File: config.mk
export PLATFORM = sky130hd
export DESIGN_NAME = seg_out_stage
export DESIGN_NICKNAME = d
export VERILOG_FILES = /design/src/rtl/seg_pkg.sv /design/src/rtl/seg_carry_flag.sv /design/src/rtl/seg_digit_decode.sv /design/src/rtl/seg_hold_cell.sv /design/src/rtl/seg_out_stage.sv
export SDC_FILE = /design/constraint.sdc
export NUM_CORES = 1
export LEC_CHECK = 0
export BUFFER_PORTS_ARGS = -buffer_cell sky130_fd_sc_hd__clkbuf_2
export CAP_MARGIN = 30
export CORE_UTILIZATION = 35
export DETAILED_ROUTE_END_ITERATION = 16
export GPL_TIMING_DRIVEN = 0
export PLACE_DENSITY = 0.69
export SYNTH_ARGS = -nofsm -noshare
export SYNTH_HDL_FRONTEND = slang
export SYNTH_SLANG_ARGS = --single-unit
File: constraint.sdc
create_clock -name clk -period 1.7 [get_ports clk]
set_input_delay 0 -clock clk [delete_from_list [all_inputs] [get_ports clk]]
set_output_delay 0 -clock clk [all_outputs]
set_load 0.01 [all_outputs]
File: src/rtl/seg_pkg.sv
package seg_pkg;
  typedef enum logic [1:0] {
    CF_HOLD = 2'd0,
    CF_SET  = 2'd1,
    CF_CLR  = 2'd2,
    CF_LOAD = 2'd3
  } cf_op_e;

  // number of shape lines driven by the digit decode
  localparam int SHAPE_W = 7;
  // largest accumulator value with a digit shape
  localparam int MAX_DIGIT = 9;
endpackage

File: src/rtl/seg_carry_flag.sv
module seg_carry_flag
  import seg_pkg::*;
(
  input  logic   clk,
  input  logic   rst,
  input  cf_op_e op,
  input  logic   adder_carry,
  output logic   flag
);
  always_ff @(posedge clk) begin
    if (rst) begin
      flag <= 1'b0;
    end else begin
      unique case (op)
        CF_SET:  flag <= 1'b1;
        CF_CLR:  flag <= 1'b0;
        CF_LOAD: flag <= adder_carry;
        default: flag <= flag;
      endcase
    end
  end

  a_r9_set: assert property (@(posedge clk) disable iff (rst)
    (op == CF_SET) |=> flag);
  a_r9_clr: assert property (@(posedge clk) disable iff (rst)
    (op == CF_CLR) |=> !flag);
  a_r9_load: assert property (@(posedge clk) disable iff (rst)
    (op == CF_LOAD) |=> (flag == $past(adder_carry)));
  a_r9_hold: assert property (@(posedge clk) disable iff (rst)
    (op == CF_HOLD) |=> $stable(flag));
endmodule

File: src/rtl/seg_digit_decode.sv
module seg_digit_decode
  import seg_pkg::*;
#(
  parameter int ACC_W  = 4,
  parameter int NSEG   = 10,
  parameter int PT_IDX = 7
) (
  input  logic [ACC_W-1:0] acc,
  input  logic             sym_sel,
  input  logic [NSEG-1:0]  sym_bits,
  output logic [NSEG-1:0]  pattern
);
  logic [SHAPE_W-1:0] shape;
  int unsigned        acc_val;

  always_comb begin
    acc_val = 32'(acc);
    unique case (acc_val)
      0: shape = 7'h3F;
      1: shape = 7'h06;
      2: shape = 7'h5B;
      3: shape = 7'h4F;
      4: shape = 7'h66;
      5: shape = 7'h6D;
      6: shape = 7'h7D;
      7: shape = 7'h07;
      8: shape = 7'h7F;
      9: shape = 7'h6F;
      default: shape = '0;
    endcase
  end

  always_comb begin
    pattern = '0;
    if (sym_sel) begin
      pattern = sym_bits;
    end else begin
      pattern[SHAPE_W-1:0] = shape;
    end
    // the point line is fed by the carry flag, never by the decode
    pattern[PT_IDX] = 1'b0;
  end

  always_comb begin
    if (!sym_sel && acc_val > MAX_DIGIT) begin
      a_r3_blank_code: assert (pattern == '0);
    end
  end
endmodule

File: src/rtl/seg_hold_cell.sv
module seg_hold_cell (
  input  logic clk,
  input  logic rst,
  input  logic strobe_n,
  input  logic clr_en,
  input  logic force_on,
  output logic q
);
  always_ff @(posedge clk or posedge force_on) begin
    if (force_on) begin
      q <= 1'b1;
    end else if (rst) begin
      q <= 1'b0;
    end else if (!strobe_n) begin
      q <= !clr_en;
    end
  end

  a_r7_force_on: assert property (@(posedge clk) disable iff (rst)
    force_on |-> q);
  a_r8_force_beats_load: assert property (@(posedge clk)
    (force_on && !strobe_n) |=> (q || rst));
  a_r6_hold: assert property (@(posedge clk) disable iff (rst)
    (strobe_n && !force_on) |=> (q || (q == $past(q))));
endmodule

File: src/rtl/seg_out_stage.sv
module seg_out_stage
  import seg_pkg::*;
#(
  parameter int ACC_W          = 4,
  parameter int NSEG           = 10,
  parameter int PT_IDX         = 7,
  parameter bit PIN_ACTIVE_LOW = 1'b1
) (
  input  logic             clk,
  input  logic             rst,
  input  logic [ACC_W-1:0] acc,
  input  logic             sym_sel,
  input  logic [NSEG-1:0]  sym_bits,
  input  logic             load_n,
  input  logic [NSEG-1:0]  force_set,
  input  logic [1:0]       cf_op,
  input  logic             adder_carry,
  output logic             carry_flag,
  output logic [NSEG-1:0]  seg_pin
);
  localparam logic [NSEG-1:0] PIN_FLIP = {NSEG{PIN_ACTIVE_LOW}};

  logic [NSEG-1:0] dec_pattern;
  logic [NSEG-1:0] next_state;
  logic [NSEG-1:0] cell_q;
  cf_op_e          op_q;

  assign op_q = cf_op_e'(cf_op);

  seg_carry_flag u_flag (
    .clk         (clk),
    .rst         (rst),
    .op          (op_q),
    .adder_carry (adder_carry),
    .flag        (carry_flag)
  );

  seg_digit_decode #(
    .ACC_W  (ACC_W),
    .NSEG   (NSEG),
    .PT_IDX (PT_IDX)
  ) u_dec (
    .acc      (acc),
    .sym_sel  (sym_sel),
    .sym_bits (sym_bits),
    .pattern  (dec_pattern)
  );

  always_comb begin
    next_state = dec_pattern;
    next_state[PT_IDX] = carry_flag;
  end

  for (genvar i = 0; i < NSEG; i++) begin : g_cell
    seg_hold_cell u_cell (
      .clk      (clk),
      .rst      (rst),
      .strobe_n (load_n),
      .clr_en   (!next_state[i]),
      .force_on (force_set[i]),
      .q        (cell_q[i])
    );
  end

  assign seg_pin = cell_q ^ PIN_FLIP;

  a_r5_point_from_flag: assert property (@(posedge clk) disable iff (rst)
    (!load_n && !force_set[PT_IDX]) |=>
      (cell_q[PT_IDX] == $past(carry_flag)) || force_set[PT_IDX]);
  a_r1_reset_clears: assert property (@(posedge clk)
    (rst && force_set == '0) |=> ((cell_q & ~force_set) == '0) && !carry_flag);
endmodule

==> results.sh, run 1 <==
export IMPL_path_class="in -> reg"
export IMPL_cts_root_buf="clkbuf_4"
export IMPL_fmax_ghz=0.648
export IMPL_portBuffers=37
export IMPL_worstMarginPinSlew_ns=0.355
export IMPL_fin_worst_skew_ns=0.000165
export IMPL_antenna_left=0
export IMPL_vias_per_cell=4.41
export IMPL_dpl_hpwl_um=1320
export IMPL_peakVddDrop_mv=0.384
export IMPL_drive_above_1_share=0.397
export IMPL_period_needed_ns=1.54
export IMPL_fillers=181
export IMPL_p_comb_frac=0.273
export IMPL_synth_nets=123
export IMPL_post_drt_wl_per_cell_um=10.4
export IMPL_grt_overflow=0
export IMPL_die_x_um=48.4
export IMPL_detail_route_first_pass_iterations=4
export IMPL_multi_input_area_um2=344
export IMPL_met1_usage=0.210
export IMPL_chipHeight_um=48.4
export IMPL_maxCapViolCount=0
export IMPL_htree_levels=1
export IMPL_grt_max_degree=11
export IMPL_synth_flop_cell="dfstp_2"
export IMPL_syn_area_um2=752
export IMPL_cp_start_kind="input pin"
export IMPL_cts_tree="yes"
export IMPL_synth_async_reset_ratio=0.909
export IMPL_numCtsBuffers=3
export IMPL_p_clk_frac=0.278
export IMPL_status="finished clean"
export IMPL_power_density_nw_per_um2=562
export IMPL_finalSetupTns_ns=0
export IMPL_wirelength_um=1810
export IMPL_hold_end="u_flag.flag"
export IMPL_cts_sinks=11
export IMPL_relSlewSlack=0.763
export IMPL_clock_path_buffers=2
export IMPL_cp_arrival_ns=1.76
export IMPL_drt_iter0_markers=8
export IMPL_grt_pass1_wl_um=3230
export IMPL_worst_r2r_cell_count=3
export IMPL_power_switching_mw=0.182
export IMPL_core_area_um2=1980
export IMPL_finalPower_mw=0.663
export IMPL_leakage_nw=0.598
export IMPL_met3_usage=0.0283
export IMPL_critPathCaptureType="flip-flop"
export IMPL_dieArea_um2=2340
export IMPL_grtUsageTotal=0.177
export IMPL_fin_crit_sh=0.907
export IMPL_r2r_end="g_cell[9].u_cell.q"
export IMPL_antennaDiodeCount=0
export IMPL_syn_instance_count=87
export IMPL_io_pins=42
export IMPL_drc=0
export IMPL_whs_path_depth=3
export IMPL_met2_usage=0.315
export IMPL_syn_area_per_cell_um2=8.64
export IMPL_worst_ep_required_time_ns=1.92
export IMPL_rsz0062_at_grt="false"
export IMPL_seqCellArea_um2=283
export IMPL_ys_seq_elements=11
export IMPL_dr_total_vias=763
export IMPL_gp_congestion=0.842
export IMPL_worstHoldStart="cf_op[1]"
export IMPL_hold_violations=0
export IMPL_fin_util=0.595
export IMPL_yosys_warnings=0
export IMPL_fin_nets=183
export IMPL_swShare=0.274
export IMPL_antenna_found_initial=0
export IMPL_start_util=0.379
export IMPL_crit_fanout=10
export IMPL_synth_cell_types=28
export IMPL_min_path_type="in -> reg"
export IMPL_busiest_layer="met2"
export IMPL_syn2layout_area_growth_pct=56.9
export IMPL_intPower_mw=0.481
export IMPL_core_rowCount=16
export IMPL_synth_edf_count=0
export IMPL_clock_latency_ns=0.27
export IMPL_regToRegStartpoint="g_cell[9].u_cell.q"
export IMPL_setup_viol=0
export IMPL_slew_violations=0
export IMPL_ys_seq_area_frac=0.376
export IMPL_clkTransAtPathRegs_ns=0.07
export IMPL_grt_pass1_vias=766
export IMPL_r2r_slack_ns=0.40
export IMPL_seq_power_share=0.449
==> cells in the final DEF, fill, tap and decap left out, types with 2 or more instances in the layout <==
cell and instances:
a21oi_1 4, a221oi_1 2, a22o_2 2, a32o_1 3, buf_6 2, clkbuf_1 2, clkbuf_2 37, clkbuf_4 3
dfstp_2 10, dlygate4sd3_1 18, ha_1 5, inv_1 24, nand2_1 5, nand2b_1 3, nand3b_1 2, nor2_1 6
o21ai_0 3
==> area by class of cell <==
| class | count | share of cell area |
|---|---|---|
| multi-input cells | 47 | 0.292 |
| flip-flops and latches | 11 | 0.240 |
| clock buffers | 4 | 0.0223 |
| well taps | 27 | 0.0286 |
| inverters | 25 | 0.0795 |
| repair buffers | 55 | 0.310 |
| plain buffers | 4 | 0.0286 |
==> power groups by stage <==
stage,registers (mW),logic (mW),clock network [mW]
final,0.297,0.181,0.184
after CTS,0.298,0.181,0.188
after floorplan,0.300,0.0857,0
after global placement,0.301,0.144,0
after global routing,0.300,0.202,0.204
after detailed placement,0.302,0.148,0
==> cell families after synthesis <==
group           count (synthesis)  share of synthesized area
buf+inv                        29                      0.170
compound gates                 21                      0.213
simple gates                   19                      0.125
flops                          11                      0.376
fa+ha+maj                       5                     0.0832
mux                             2                     0.0333
==> layer usage <==
layer  wire [um]  share of wire  vias to the layer above
met2         935           0.52                       21
met5           0              0                        -
met1         775           0.43                      339
met3          62          0.034                        4
li1            -              -                      399
met4          34          0.019                        0
==> registers in the layout, summed over array words and instances, names as in the netlist <==
signal and flops:
u_flag.flag 1, g_cell.u_cell.q 10
==> critical path, cell delays in order <==
cell,delay (ns)
dlygate4sd3_1,0.53
buf_4,0.17
nor2b_2,0.31
nand2_1,0.10
o41ai_1,0.07
dlygate4sd3_1,0.59
==> worst max path at each step <==
stage	start	to	slack [ns]	depth (start not counted)
after detailed placement	acc[1]	g_cell[1].u_cell.q	0.60	6
final	load_n	g_cell[4].u_cell.q	0.16	6
after floorplan	acc[0]	g_cell[1].u_cell.q	0.85	5
after CTS	load_n	g_cell[4].u_cell.q	0.03	6
after global placement	acc[1]	g_cell[1].u_cell.q	0.65	6
after global routing	load_n	g_cell[4].u_cell.q	0.05	6
==> cell usage after synthesis (2+ instances only) <==
cell type | number | area [um^2]
inv_1 | 24 | 90.1
dfstp_2 | 10 | 263
nor2_1 | 6 | 22.5
ha_1 | 5 | 62.6
nand2_1 | 5 | 18.8
a21oi_1 | 4 | 20.0
a32o_1 | 3 | 30.0
nand2b_1 | 3 | 18.8
o21ai_0 | 3 | 15.0
a221oi_1 | 2 | 17.5
a22o_2 | 2 | 20.0
buf_6 | 2 | 22.5
nand3b_1 | 2 | 15.0
nor2b_1 | 2 | 12.5
==> repair_timing <==
| action | CTS | global route |
|---|---|---|
| endpoints found under the setup margin | 0 | 1 |
| hold buffers | 18 | 0 |
| endpoints found under the hold margin | 15 | 0 |
| buffers inserted | 0 | 0 |
| gates resized for setup | 0 | 1 |
==> per-stage QoR <==
step / setup slack [ns] / hold slack, ns / instances / area (um^2)
floorplan: 0.853 / -0.110 / 87 / 752
global placement: 0.651 / -0.0241 / 151 / 971
detailed placement: 0.600 / -0.0213 / 151 / 971
CTS: 0.0331 / 0.00194 / 173 / 1180
global route: 0.0541 / 0.00151 / 173 / 1180
finish: 0.157 / 0.00199 / 173 / 1180
No activity file was read; power rests on OpenSTA's default activity.
==> run 2, diff against run 1 <==
--- a/config.mk
+++ b/config.mk
@@ -10,6 +10,7 @@
 export CORE_UTILIZATION = 35
 export DETAILED_ROUTE_END_ITERATION = 16
 export GPL_TIMING_DRIVEN = 0
+export MAX_ROUTING_LAYER = met4
 export PLACE_DENSITY = 0.69
 export SYNTH_ARGS = -nofsm -noshare
 export SYNTH_HDL_FRONTEND = slang
==> results.sh, run 2 (synthesized netlist as in run 1, its figures left out) <==
export IMPL_met3_usage=0.0283
export IMPL_seq_power_share=0.448
export IMPL_mostFrequentLayoutCell="clkbuf_2"
export IMPL_dp_cells=151
export IMPL_syn2layout_area_growth_pct=56.9
export IMPL_intPower_mw=0.481
export IMPL_critPathCaptureType="flip-flop"
export IMPL_gp_congestion=0.855
export IMPL_maxCapViolCount=0
export IMPL_grt_max_degree=11
export IMPL_whs_path_depth=3
export IMPL_die_x_um=48.4
export IMPL_critPathMostFrequentCell="dlygate4sd3_1"
export IMPL_path_class="in -> reg"
export IMPL_final_cells=173
export IMPL_fin_crit_sh=0.906
export IMPL_fmax_ghz=0.649
export IMPL_relSlewSlack=0.762
export IMPL_finalPower_mw=0.663
export IMPL_fillers=181
export IMPL_multi_input_area_um2=344
export IMPL_status="finished clean"
export IMPL_fin_worst_skew_ns=0.000165
export IMPL_dieArea_um2=2340
export IMPL_busiest_layer="met2"
export IMPL_core_area_um2=1980
export IMPL_hold_end="u_flag.flag"
export IMPL_core_rowCount=16
export IMPL_chipHeight_um=48.4
export IMPL_largest_reg_flops=10
export IMPL_power_switching_mw=0.182
export IMPL_io_pins=42
export IMPL_grt_overflow=0
export IMPL_cp_start_kind="input pin"
export IMPL_setup_viol=0
export IMPL_slew_violations=0
export IMPL_grtUsageTotal=0.182
export IMPL_power_density_nw_per_um2=562
export IMPL_regToRegStartpoint="g_cell[9].u_cell.q"
export IMPL_cpMaxStageDelayCell="dlygate4sd3_1"
export IMPL_drt_iter0_markers=8
export IMPL_r2r_slack_ns=0.40
export IMPL_drive_above_1_share=0.397
export IMPL_clock_path_buffers=2
export IMPL_cp_arrival_ns=1.76
export IMPL_layout_common_cells="clkbuf_2 (37), inv_1 (24), dlygate4sd3_1 (18)"
export IMPL_cpPeakStageDelay_ns=0.59
export IMPL_antenna_found_initial=0
export IMPL_p_comb_frac=0.273
export IMPL_swShare=0.275
export IMPL_cts_sinks=11
export IMPL_portBuffers=37
export IMPL_seqCellArea_um2=283
export IMPL_worst_ep_required_time_ns=1.92
export IMPL_period_needed_ns=1.54
export IMPL_cts_tree="yes"
export IMPL_met2_usage=0.315
export IMPL_crit_fanout=10
export IMPL_fin_nets=183
export IMPL_worstHoldStart="cf_op[1]"
export IMPL_vias_per_cell=4.41
export IMPL_final_cell_area_um2=1180
export IMPL_numCtsBuffers=3
export IMPL_leakage_nw=0.598
export IMPL_dr_total_vias=763
export IMPL_cts_root_buf="clkbuf_4"
export IMPL_dpl_hpwl_um=1320
export IMPL_placed_cell_area_um2=971
export IMPL_antennaDiodeCount=0
export IMPL_met1_usage=0.210
export IMPL_grt_pass1_wl_um=3220
export IMPL_min_path_type="in -> reg"
export IMPL_clkTransAtPathRegs_ns=0.07
export IMPL_largest_register="g_cell.u_cell.q"
export IMPL_grt_pass1_vias=767
export IMPL_worstMarginPinSlew_ns=0.356
export IMPL_htree_levels=1
export IMPL_wirelength_um=1820
export IMPL_r2r_end="g_cell[9].u_cell.q"
export IMPL_detail_route_first_pass_iterations=4
export IMPL_antenna_left=0
export IMPL_start_util=0.379
export IMPL_rsz0062_at_grt="false"
export IMPL_worst_r2r_cell_count=3
export IMPL_top_regs="g_cell.u_cell.q: 10 flops, u_flag.flag: 1 flops"
export IMPL_post_drt_wl_per_cell_um=10.5
export IMPL_crit_chain="dlygate4sd3_1, buf_4, nor2b_2, nand2_1, o41ai_1, dlygate4sd3_1"
export IMPL_peakVddDrop_mv=0.384
export IMPL_finalSetupTns_ns=0
export IMPL_drc=0
export IMPL_clock_latency_ns=0.27
export IMPL_p_clk_frac=0.278
export IMPL_hold_violations=0
-- run 2: power groups by stage --
stage	clock (mW)	combinational [mW]	sequential, mW
after floorplan	0	0.0857	0.300
after global placement	0	0.144	0.301
after detailed placement	0	0.148	0.302
after CTS	0.188	0.181	0.298
after global routing	0.204	0.202	0.300
final	0.185	0.181	0.297
-- run 2: repair_timing --
action	CTS	global route
endpoints found under the setup margin	0	1
hold endpoints to repair	15	0
buffers inserted	0	0
hold buffers	18	0
resized for setup	0	1
-- run 2: final cells by class --
type,count,area share
Buffer,4,0.0286
Clock buffer,4,0.0223
Inverter,25,0.0795
Multi-Input combinational cell,47,0.292
Sequential cell,11,0.240
Tap cell,27,0.0286
Timing Repair Buffer,55,0.310
-- run 2: how the worst max path moves through the flow --
stage          startpoint  slack [ns]                 end
6_report           load_n        0.16  g_cell[4].u_cell.q
5_1_grt            load_n        0.05  g_cell[4].u_cell.q
4_1_cts            load_n        0.03  g_cell[4].u_cell.q
3_5_place_dp       acc[1]        0.60  g_cell[1].u_cell.q
3_3_place_gp       acc[1]        0.65  g_cell[1].u_cell.q
2_1_floorplan      acc[0]        0.85  g_cell[1].u_cell.q
-- run 2: layer usage --
metal,share of wire,vias up
met3,0.034,4
met1,0.43,339
li1,-,399
met2,0.52,21
met4,0.018,0
met5,0,-
-- run 2: through the flow --
step                worst slack, ns  hold WS [ns]   util
floorplan                     0.853        -0.110      -
global placement              0.651       -0.0241  0.490
detailed placement            0.600       -0.0213  0.490
CTS                          0.0331       0.00194  0.594
global route                 0.0541       0.00150  0.595
finish                        0.159       0.00199  0.595
-- run 2: worst max-delay path: cells and delay by family --
family / cells / cell delay, ns
simple gates: 2 / 0.41
compound gates: 1 / 0.07
buf+inv: 3 / 1.28
==> run 3, diff against run 2 <==
--- a/config.mk
+++ b/config.mk
@@ -12,6 +12,7 @@
 export GPL_TIMING_DRIVEN = 0
 export MAX_ROUTING_LAYER = met4
 export PLACE_DENSITY = 0.69
+export SETUP_SLACK_MARGIN = 0.3
 export SYNTH_ARGS = -nofsm -noshare
 export SYNTH_HDL_FRONTEND = slang
 export SYNTH_SLANG_ARGS = --single-unit
==> results.sh, run 3 (synthesized netlist as in run 1, its figures left out) <==
export IMPL_status="finished clean"
export IMPL_dp_cells=151
export IMPL_wirelength_um=1820
export IMPL_chipHeight_um=48.4
export IMPL_r2r_slack_ns=0.40
export IMPL_cts_sinks=11
export IMPL_cts_setup_buffers=0
export IMPL_die_x_um=48.4
export IMPL_maxCapViolCount=0
export IMPL_final_cells=173
export IMPL_whs_path_depth=3
export IMPL_top_regs="g_cell.u_cell.q: 10 flops, u_flag.flag: 1 flops"
export IMPL_fmax_ghz=0.769
export IMPL_core_rowCount=16
export IMPL_leakage_nw=0.603
export IMPL_core_area_um2=1980
export IMPL_fin_nets=183
export IMPL_antenna_found_initial=0
export IMPL_power_density_nw_per_um2=561
export IMPL_dieArea_um2=2340
export IMPL_hold_ws_ns=0.000175
export IMPL_dr_total_vias=767
export IMPL_clock_latency_ns=0.27
export IMPL_fin_crit_sh=0.765
export IMPL_worst_r2r_cell_count=3
export IMPL_start_util=0.379
export IMPL_crit_fanout=2
export IMPL_period_needed_ns=1.30
export IMPL_antennaDiodeCount=0
export IMPL_min_path_type="in -> reg"
export IMPL_detail_route_first_pass_iterations=4
export IMPL_cp_start_kind="flip-flop"
export IMPL_worst_ep_required_time_ns=1.92
export IMPL_fin_worst_skew_ns=0.0000671
export IMPL_syn2layout_area_growth_pct=57.6
export IMPL_hold_violations=0
export IMPL_slew_violations=0
export IMPL_clkTransAtPathRegs_ns=0.07
export IMPL_gp_congestion=0.855
export IMPL_relSlewSlack=0.667
export IMPL_layout_common_cells="clkbuf_2 (37), inv_1 (24), dlygate4sd3_1 (18)"
export IMPL_dpl_hpwl_um=1320
export IMPL_vias_per_cell=4.43
export IMPL_peakVddDrop_mv=0.388
export IMPL_worstMarginPinSlew_ns=0.499
export IMPL_grt_pass1_vias=770
export IMPL_clock_path_buffers=2
export IMPL_cts_tree="yes"
export IMPL_portBuffers=37
export IMPL_grt_pass1_wl_um=3240
export IMPL_finalSetupTns_ns=0
export IMPL_grtUsageTotal=0.183
export IMPL_path_class="reg -> reg"
export IMPL_rsz0062_at_grt="false"
export IMPL_grt_max_degree=11
export IMPL_setup_viol=0
export IMPL_largest_reg_flops=10
export IMPL_cp_arrival_ns=1.52
export IMPL_cts_root_buf="clkbuf_4"
export IMPL_critPathCaptureType="flip-flop"
export IMPL_antenna_left=0
export IMPL_post_drt_wl_per_cell_um=10.5
export IMPL_numCtsBuffers=3
export IMPL_grt_overflow=0
export IMPL_htree_levels=1
export IMPL_largest_register="g_cell.u_cell.q"
export IMPL_mostFrequentLayoutCell="clkbuf_2"
export IMPL_drc=0
export IMPL_drt_iter0_markers=11
export IMPL_io_pins=42
export IMPL_drive_above_1_share=0.397
[run 3: where the power goes]
| part | switching, mW | total [mW] | internal, mW |
|---|---|---|---|
| sequential | 0.00868 | 0.298 | 0.289 |
| clock | 0.0936 | 0.185 | 0.0909 |
| combinational | 0.0809 | 0.182 | 0.101 |
| total | 0.183 | 0.664 | 0.481 |
[run 3: worst max-delay path, stage by stage, from the launching register on]
cell           delay, ns
dfstp_2             0.53
nand2_1             0.04
a21oi_1             0.11
dlygate4sd3_1       0.56
[run 3: routing by layer]
metal  track usage  up-vias  part of all wire
met3        0.0283        4             0.032
met1         0.212      346              0.44
met2         0.315       19              0.51
li1              -      398                 -
met5             -        -                 0
met4        0.0735        0             0.017
[run 3: through the flow]
step / power, mW / setup WS [ns] / instance area, um^2 / util
floorplan: 0.386 / 0.853 / 752 / -
global placement: 0.445 / 0.651 / 971 / 0.490
detailed placement: 0.450 / 0.600 / 971 / 0.490
CTS: 0.667 / 0.405 / 1180 / 0.594
global route: 0.707 / 0.308 / 1180 / 0.598
finish: 0.664 / 0.399 / 1180 / 0.598
[run 3: layout make-up]
cell class,instances,area (um^2)
fill,181,797
timing repair buffer,55,365
multi-input combinational,47,349
sequential,11,283
inverter,25,93.8
buffer,4,33.8
tap,27,33.8
clock buffer,4,26.3
[run 3: path summary, 6_finish.rpt]
kind / start / end
min in group asynchronous: force_set[4] / g_cell[4].u_cell.q
min: cf_op[1] / u_flag.flag
min reg2reg: g_cell[8].u_cell.q / g_cell[8].u_cell.q
max: g_cell[9].u_cell.q / g_cell[9].u_cell.q
max in group asynchronous: force_set[6] / g_cell[6].u_cell.q
max reg2reg: g_cell[9].u_cell.q / g_cell[9].u_cell.q
[run 3: what timing repair did]
item                                    4_1_cts  5_1_grt
endpoints found under the setup margin        0        1
hold buffers                                 18        0
resized for setup                             0        1
endpoints found under the hold margin        15        0
